<file path="config.mk">
export PLATFORM = sky130hd
export DESIGN_NAME = emb_link_tx
export DESIGN_NICKNAME = d
export VERILOG_FILES = /design/src/rtl/emb_tx_pkg.sv /design/src/rtl/emb_tx_ctrl.sv /design/src/rtl/emb_tx_prbs.sv /design/src/rtl/emb_tx_dp.sv /design/src/rtl/emb_link_tx.sv
export SDC_FILE = /design/constraint.sdc
export NUM_CORES = 1
export LEC_CHECK = 0
export ABC_AREA = 1
export BUFFER_PORTS_ARGS = -buffer_cell sky130_fd_sc_hd__buf_2
export CORE_MARGIN = 3
export CORE_UTILIZATION = 38
export DETAILED_ROUTE_END_ITERATION = 7
export GPL_TIMING_DRIVEN = 0
export SLEW_MARGIN = 5
export SYNTH_ARGS = -nofsm -noshare
export SYNTH_HDL_FRONTEND = slang
export SYNTH_HIERARCHICAL = 1
export SYNTH_SLANG_ARGS = --single-unit
</file>
<file path="constraint.sdc">
create_clock -name clk -period 7.4 [get_ports clk]
set_clock_uncertainty 0.1 [all_clocks]
set_input_delay 0.37 -clock clk [delete_from_list [all_inputs] [get_ports clk]]
set_output_delay 0.37 -clock clk [all_outputs]
set_load 0.01 [all_outputs]
</file>
<file path="src/rtl/emb_tx_pkg.sv">
package emb_tx_pkg;
  // Strobes from control to datapath, valid in the current bit time
  typedef struct packed {
    logic run;    // locked and awake: frame sequence advancing
    logic load;   // first bit time of a frame: assemble and start sending
    logic drive;  // driver output-enable for this bit time
    logic last;   // final bit time of a frame
  } txCtl_t;
endpackage

</file>
<file path="src/rtl/emb_tx_ctrl.sv">
module emb_tx_ctrl
  import emb_tx_pkg::*;
#(
  parameter int FRAME_LEN = 28
) (
  input  logic   clk,
  input  logic   rstN,
  input  logic   lockAsync,
  input  logic   awake,
  input  logic   dataEnable,
  output txCtl_t ctl,
  output logic   frameTick
);
  localparam int IDX_W = $clog2(FRAME_LEN);
  localparam logic [IDX_W-1:0] LAST_IDX = IDX_W'(FRAME_LEN - 1);

  logic lockMeta, lockQ;
  logic [IDX_W-1:0] bitIdx;
  logic run;

  // two-flop lock synchroniser; power-down drops the lock
  always_ff @(posedge clk or negedge rstN) begin
    if (!rstN) begin
      lockMeta <= 1'b0;
      lockQ    <= 1'b0;
    end else if (!awake) begin
      lockMeta <= 1'b0;
      lockQ    <= 1'b0;
    end else begin
      lockMeta <= lockAsync;
      lockQ    <= lockMeta;
    end
  end

  assign run = lockQ && awake;

  always_ff @(posedge clk or negedge rstN) begin
    if (!rstN)                 bitIdx <= '0;
    else if (!run)             bitIdx <= '0;
    else if (bitIdx == LAST_IDX) bitIdx <= '0;
    else                       bitIdx <= bitIdx + 1'b1;
  end

  always_comb begin
    ctl.run   = run;
    ctl.load  = run && (bitIdx == '0);
    ctl.drive = run && dataEnable;
    ctl.last  = run && (bitIdx == LAST_IDX);
  end

  assign frameTick = ctl.load;

  assert_tick_single_R1: assert property (@(posedge clk) disable iff (!rstN)
    frameTick |=> !frameTick);

  assert_pd_restart_R6: assert property (@(posedge clk) disable iff (!rstN)
    !awake |=> (bitIdx == '0) && !frameTick);

  assert_tick_after_last_R1: assert property (@(posedge clk) disable iff (!rstN)
    ctl.last && awake && lockQ |=> (bitIdx == '0));
endmodule

</file>
<file path="src/rtl/emb_tx_prbs.sv">
module emb_tx_prbs #(
  parameter int         WORD_W = 24,
  parameter logic [6:0] SEED   = 7'h7F
) (
  input  logic              clk,
  input  logic              rstN,
  input  logic              enable,
  input  logic              advance,
  output logic [WORD_W-1:0] word
);
  logic [6:0] state, walk;

  // WORD_W steps of x^7+x^6+1, one output bit per step
  always_comb begin
    walk = state;
    word = '0;
    for (int i = 0; i < WORD_W; i++) begin
      walk    = {walk[5:0], walk[6] ^ walk[5]};
      word[i] = walk[0];
    end
  end

  always_ff @(posedge clk or negedge rstN) begin
    if (!rstN)        state <= SEED;
    else if (!enable) state <= SEED;
    else if (advance) state <= walk;
  end

  assert_lfsr_live_R9: assert property (@(posedge clk) disable iff (!rstN)
    state != 7'd0);

  assert_lfsr_reload_R9: assert property (@(posedge clk) disable iff (!rstN)
    !enable |=> state == SEED);
endmodule

</file>
<file path="src/rtl/emb_tx_dp.sv">
module emb_tx_dp
  import emb_tx_pkg::*;
#(
  parameter int         PAY_W = 24,
  parameter logic [6:0] SEED  = 7'h7F
) (
  input  logic             clk,
  input  logic             rstN,
  input  txCtl_t           ctl,
  input  logic [PAY_W-1:0] payloadIn,
  input  logic             bistOn,
  output logic             serOut,
  output logic             drvEn,
  output logic             preEmph
);
  localparam int FRAME_LEN = PAY_W + 4;
  localparam int ONES_W    = $clog2(PAY_W + 1);
  localparam int DISP_W    = ONES_W + 2;

  logic [PAY_W-1:0]         prbsWord, pay, body;
  logic [ONES_W-1:0]        ones;
  logic signed [DISP_W-1:0] wordDisp, runDisp, nextDisp;
  logic                     inv;
  logic [FRAME_LEN-1:0]     frame, shReg;
  logic                     bitNow, prevBit;

  emb_tx_prbs #(.WORD_W(PAY_W), .SEED(SEED)) u_prbs (
    .clk    (clk),
    .rstN   (rstN),
    .enable (bistOn),
    .advance(ctl.load),
    .word   (prbsWord)
  );

  assign pay = bistOn ? prbsWord : payloadIn;

  always_comb begin
    ones = '0;
    for (int i = 0; i < PAY_W; i++) ones = ones + ONES_W'(pay[i]);
  end

  always_comb begin
    wordDisp = DISP_W'(2 * int'(ones) - PAY_W);
    inv      = ((runDisp > 0) && (wordDisp > 0)) || ((runDisp < 0) && (wordDisp < 0));
    nextDisp = inv ? (runDisp - wordDisp) : (runDisp + wordDisp);
    body     = inv ? ~pay : pay;
    frame    = {1'b0, ~inv, inv, body, 1'b1};
  end

  always_ff @(posedge clk or negedge rstN) begin
    if (!rstN)         runDisp <= '0;
    else if (!ctl.run) runDisp <= '0;
    else if (ctl.load) runDisp <= nextDisp;
  end

  always_ff @(posedge clk or negedge rstN) begin
    if (!rstN)         shReg <= '0;
    else if (ctl.load) shReg <= frame >> 1;
    else               shReg <= shReg >> 1;
  end

  assign bitNow = ctl.load ? frame[0] : shReg[0];

  always_ff @(posedge clk or negedge rstN) begin
    if (!rstN) begin
      serOut  <= 1'b0;
      drvEn   <= 1'b0;
      preEmph <= 1'b0;
      prevBit <= 1'b0;
    end else begin
      serOut  <= ctl.drive && bitNow;
      drvEn   <= ctl.drive;
      preEmph <= ctl.drive && (bitNow != prevBit);
      prevBit <= ctl.drive && bitNow;
    end
  end

  assert_disp_bound_R3: assert property (@(posedge clk) disable iff (!rstN)
    (int'(runDisp) <= PAY_W) && (int'(runDisp) >= -PAY_W));

  assert_clock_high_R2: assert property (@(posedge clk) disable iff (!rstN)
    ctl.load && ctl.drive |=> serOut);

  assert_clock_low_R2: assert property (@(posedge clk) disable iff (!rstN)
    ctl.last && ctl.drive |=> !serOut);

  assert_quiet_R7: assert property (@(posedge clk) disable iff (!rstN)
    !drvEn |-> !serOut && !preEmph);

  assert_pre_edge_R8: assert property (@(posedge clk) disable iff (!rstN)
    drvEn && $past(drvEn) |-> preEmph == (serOut != $past(serOut)));
endmodule

</file>
<file path="src/rtl/emb_link_tx.sv">
module emb_link_tx
  import emb_tx_pkg::*;
#(
  parameter int         PAY_W = 24,
  parameter logic [6:0] SEED  = 7'h7F
) (
  input  logic             clk,
  input  logic             rstN,
  input  logic [PAY_W-1:0] payloadIn,
  input  logic             bistOn,
  input  logic             lockAsync,
  input  logic             awake,
  input  logic             dataEnable,
  output logic             serOut,
  output logic             drvEn,
  output logic             preEmph,
  output logic             frameTick
);
  localparam int FRAME_LEN = PAY_W + 4;

  txCtl_t ctl;

  emb_tx_ctrl #(.FRAME_LEN(FRAME_LEN)) u_ctrl (
    .clk       (clk),
    .rstN      (rstN),
    .lockAsync (lockAsync),
    .awake     (awake),
    .dataEnable(dataEnable),
    .ctl       (ctl),
    .frameTick (frameTick)
  );

  emb_tx_dp #(.PAY_W(PAY_W), .SEED(SEED)) u_dp (
    .clk      (clk),
    .rstN     (rstN),
    .ctl      (ctl),
    .payloadIn(payloadIn),
    .bistOn   (bistOn),
    .serOut   (serOut),
    .drvEn    (drvEn),
    .preEmph  (preEmph)
  );

  assert_pd_off_R6: assert property (@(posedge clk) disable iff (!rstN)
    !awake |=> !drvEn);

  assert_de_off_R5: assert property (@(posedge clk) disable iff (!rstN)
    !dataEnable |=> !drvEn);
endmodule

</file>
==> results.txt <==
Signal arrival time at the worst endpoint = 7.23 ns
Setup CP Type = flip-flop to flip-flop
Setup TNS = 0 ns
Finish-stage setup viols = 0
Hold-fix buffers, CTS = 0
Ratio of cells with drive above 1 in the final layout = 23.5%
Ratio of final minimum period to clock period = 96.3%
Die Outline Area = 0.0116 sq mm
Clock tree from TritonCTS = built
Standard-cell rows = 36
Type of element launching the critical path = flip-flop
DR pass1 iterations = 4
Netlist area before placement = 0.00393 sq mm
Sort of element at the end of the critical path = flip-flop
Non-Filler Instances = 683
Routed WL per cell = 12.5 microns
Path category of the worst min-delay check = primary input to asynchronous set/reset pin
Initial standard-cell utilization of the core = 39.7%
Slowest Stage Delay on Critical Path = 0.62 ns
Max-cap check violation count = 0
Average via count per standard cell = 4.68
DRC violations left = 0
Total Routing Usage GR = 15.8%
Status = finished, final reports clean
Hpwl dp = 6960 microns
Number of H-tree levels = 2
Max Clk Rate = 0.140 GHz
Final Net Count = 617
Via Count = 3199
Commonest cells after routing, fill and taps aside = 144 x sky130_fd_sc_hd__nand2_1, 54 x sky130_fd_sc_hd__inv_1, 42 x sky130_fd_sc_hd__dfrtp_1
Clock input transition at the sequential cells of the worst setup and hold paths = 0.09 ns
Routability cong. = 0.827
Total length of routed wires = 8550 microns
Number of diodes = 0
Final hold violations = 0
Die Wd = 108 microns
Slew at the pin closest to its max-slew limit = 1.07 ns
Crit path required time = 7.50 ns
Synth Warn # = 6
Headroom to the max-slew limit = 29.0%
Global-route wire length before repair = 14500 microns
Number of cells in the design after placement = 665
Setup repair after global routing missed its margin = true
Post-route worst hold slack = 0.167 ns
Count of clock tree sinks = 49
Cells after synthesis = 499
Die Span Y = 108 microns
Worst-path maximum fanout = 6
Area growth syn-to-layout = 15.5%
DR iter-0 viols = 139
Avg Cell Area, Syn = 7.88 sq um
Final ANT Viol Nets = 0
IO Port Bufs = 33
Final Max Slew Viols = 0
Via count of the first global-routing pass = 3093
Commonest non-fill, non-tap cell in the layout = sky130_fd_sc_hd__nand2_1
Post-route minimum period = 7.13 ns
Antenna violations before repair = 0
IO Pins = 34
TritonCTS Buffers = 5
Syn Nets = 567
Largest net degree at the start of global routing = 50
Critical path's most frequent cell = sky130_fd_sc_hd__inv_1
Deepest clock path buffer count = 2
Core Region = 0.00991 sq mm
Source-to-sink clock delay at the later pin of the worst-skew pair = 0.30 ns
Highest-delay cell along the critical path = sky130_fd_sc_hd__dfstp_2
Sum of overflow across all layers after global routing = 0
Clock root buffer = sky130_fd_sc_hd__clkbuf_8
-- stage by stage --
stage	util [%]	cell area, sq um	worst slack (ns)
2_1_floorplan	-	3930	0.0159
3_3_place_gp	43.0	4270	-0.694
3_5_place_dp	43.0	4270	-0.703
4_1_cts	44.1	4370	0.0124
5_1_grt	45.8	4540	-0.181
6_report	45.8	4540	0.271
-- final cells by class --
type                            count  area [sq um]
Fill cell                        1027          5370
Inverter                           66           248
Buffer                             17           128
Clock inverter                      1          7.51
Clock buffer                        7          76.3
Multi-Input combinational cell    366          2430
Sequential cell                    49          1230
Timing Repair Buffer               44           248
Tap cell                          133           166
-- state kept, by name, indices dropped and copies added, names as in the netlist --
name and flops:
u_dp/shReg 26, u_dp/runDisp 6, u_ctrl/lockMeta 1, u_dp/u_prbs/state 7, u_dp/preEmph 1, u_dp/drvEn 1
u_ctrl/lockQ 1, u_ctrl/bitIdx 5, u_dp/prevBit 1
-- critical path, delay by kind of cell, from the launching register on --
| kind | cells | cell delay [ns] |
|---|---|---|
| AO/OA/AOI/OAI | 3 | 0.34 |
| adder cells (fa/ha/maj) | 9 | 3.60 |
| buffers and inverters | 10 | 0.65 |
| flip-flops | 1 | 0.62 |
| AND/OR/NAND/NOR | 21 | 1.69 |
-- path summary, 6_finish.rpt --
kind / start / endpoint / slack (ns) / depth (start not counted)
setup / recovery: u_dp/u_prbs/state[5]$_DFFE_PN1P_ / u_dp/runDisp[6]$_DFFE_PN0N_ / 0.27 / 43
hold / removal: rstN / u_ctrl/bitIdx[1]$_DFF_PN0_ / 0.17 / 1
setup reg to reg: u_dp/u_prbs/state[5]$_DFFE_PN1P_ / u_dp/runDisp[6]$_DFFE_PN0N_ / 0.27 / 43
hold reg to reg: u_ctrl/lockMeta$_DFF_PN0_ / u_ctrl/lockQ$_DFF_PN0_ / 0.34 / 2
max in group asynchronous: rstN / u_dp/shReg[14]$_DFF_PN0_ / 6.38 / 1
min in group clk: lockAsync / u_ctrl/lockMeta$_DFF_PN0_ / 0.18 / 3
-- per-layer routing --
layer	routed length [microns]	track usage (%)	part of all wire (%)
met1	4280	22.7	50
met4	119	4.06	1.4
met2	3770	25.1	44
met3	373	1.92	4.4
met5	0	0	0
-- what timing repair did --
item,in CTS,in global routing
resized for setup,5,32
cloned,0,0
buffers inserted,2,9
setup endpoints to repair,3,3
pin swaps,3,21
hold endpoints to repair,0,0
Power is not shown: default switching activity piles up to over one toggle a cycle in this logic, so the estimate is an artifact.
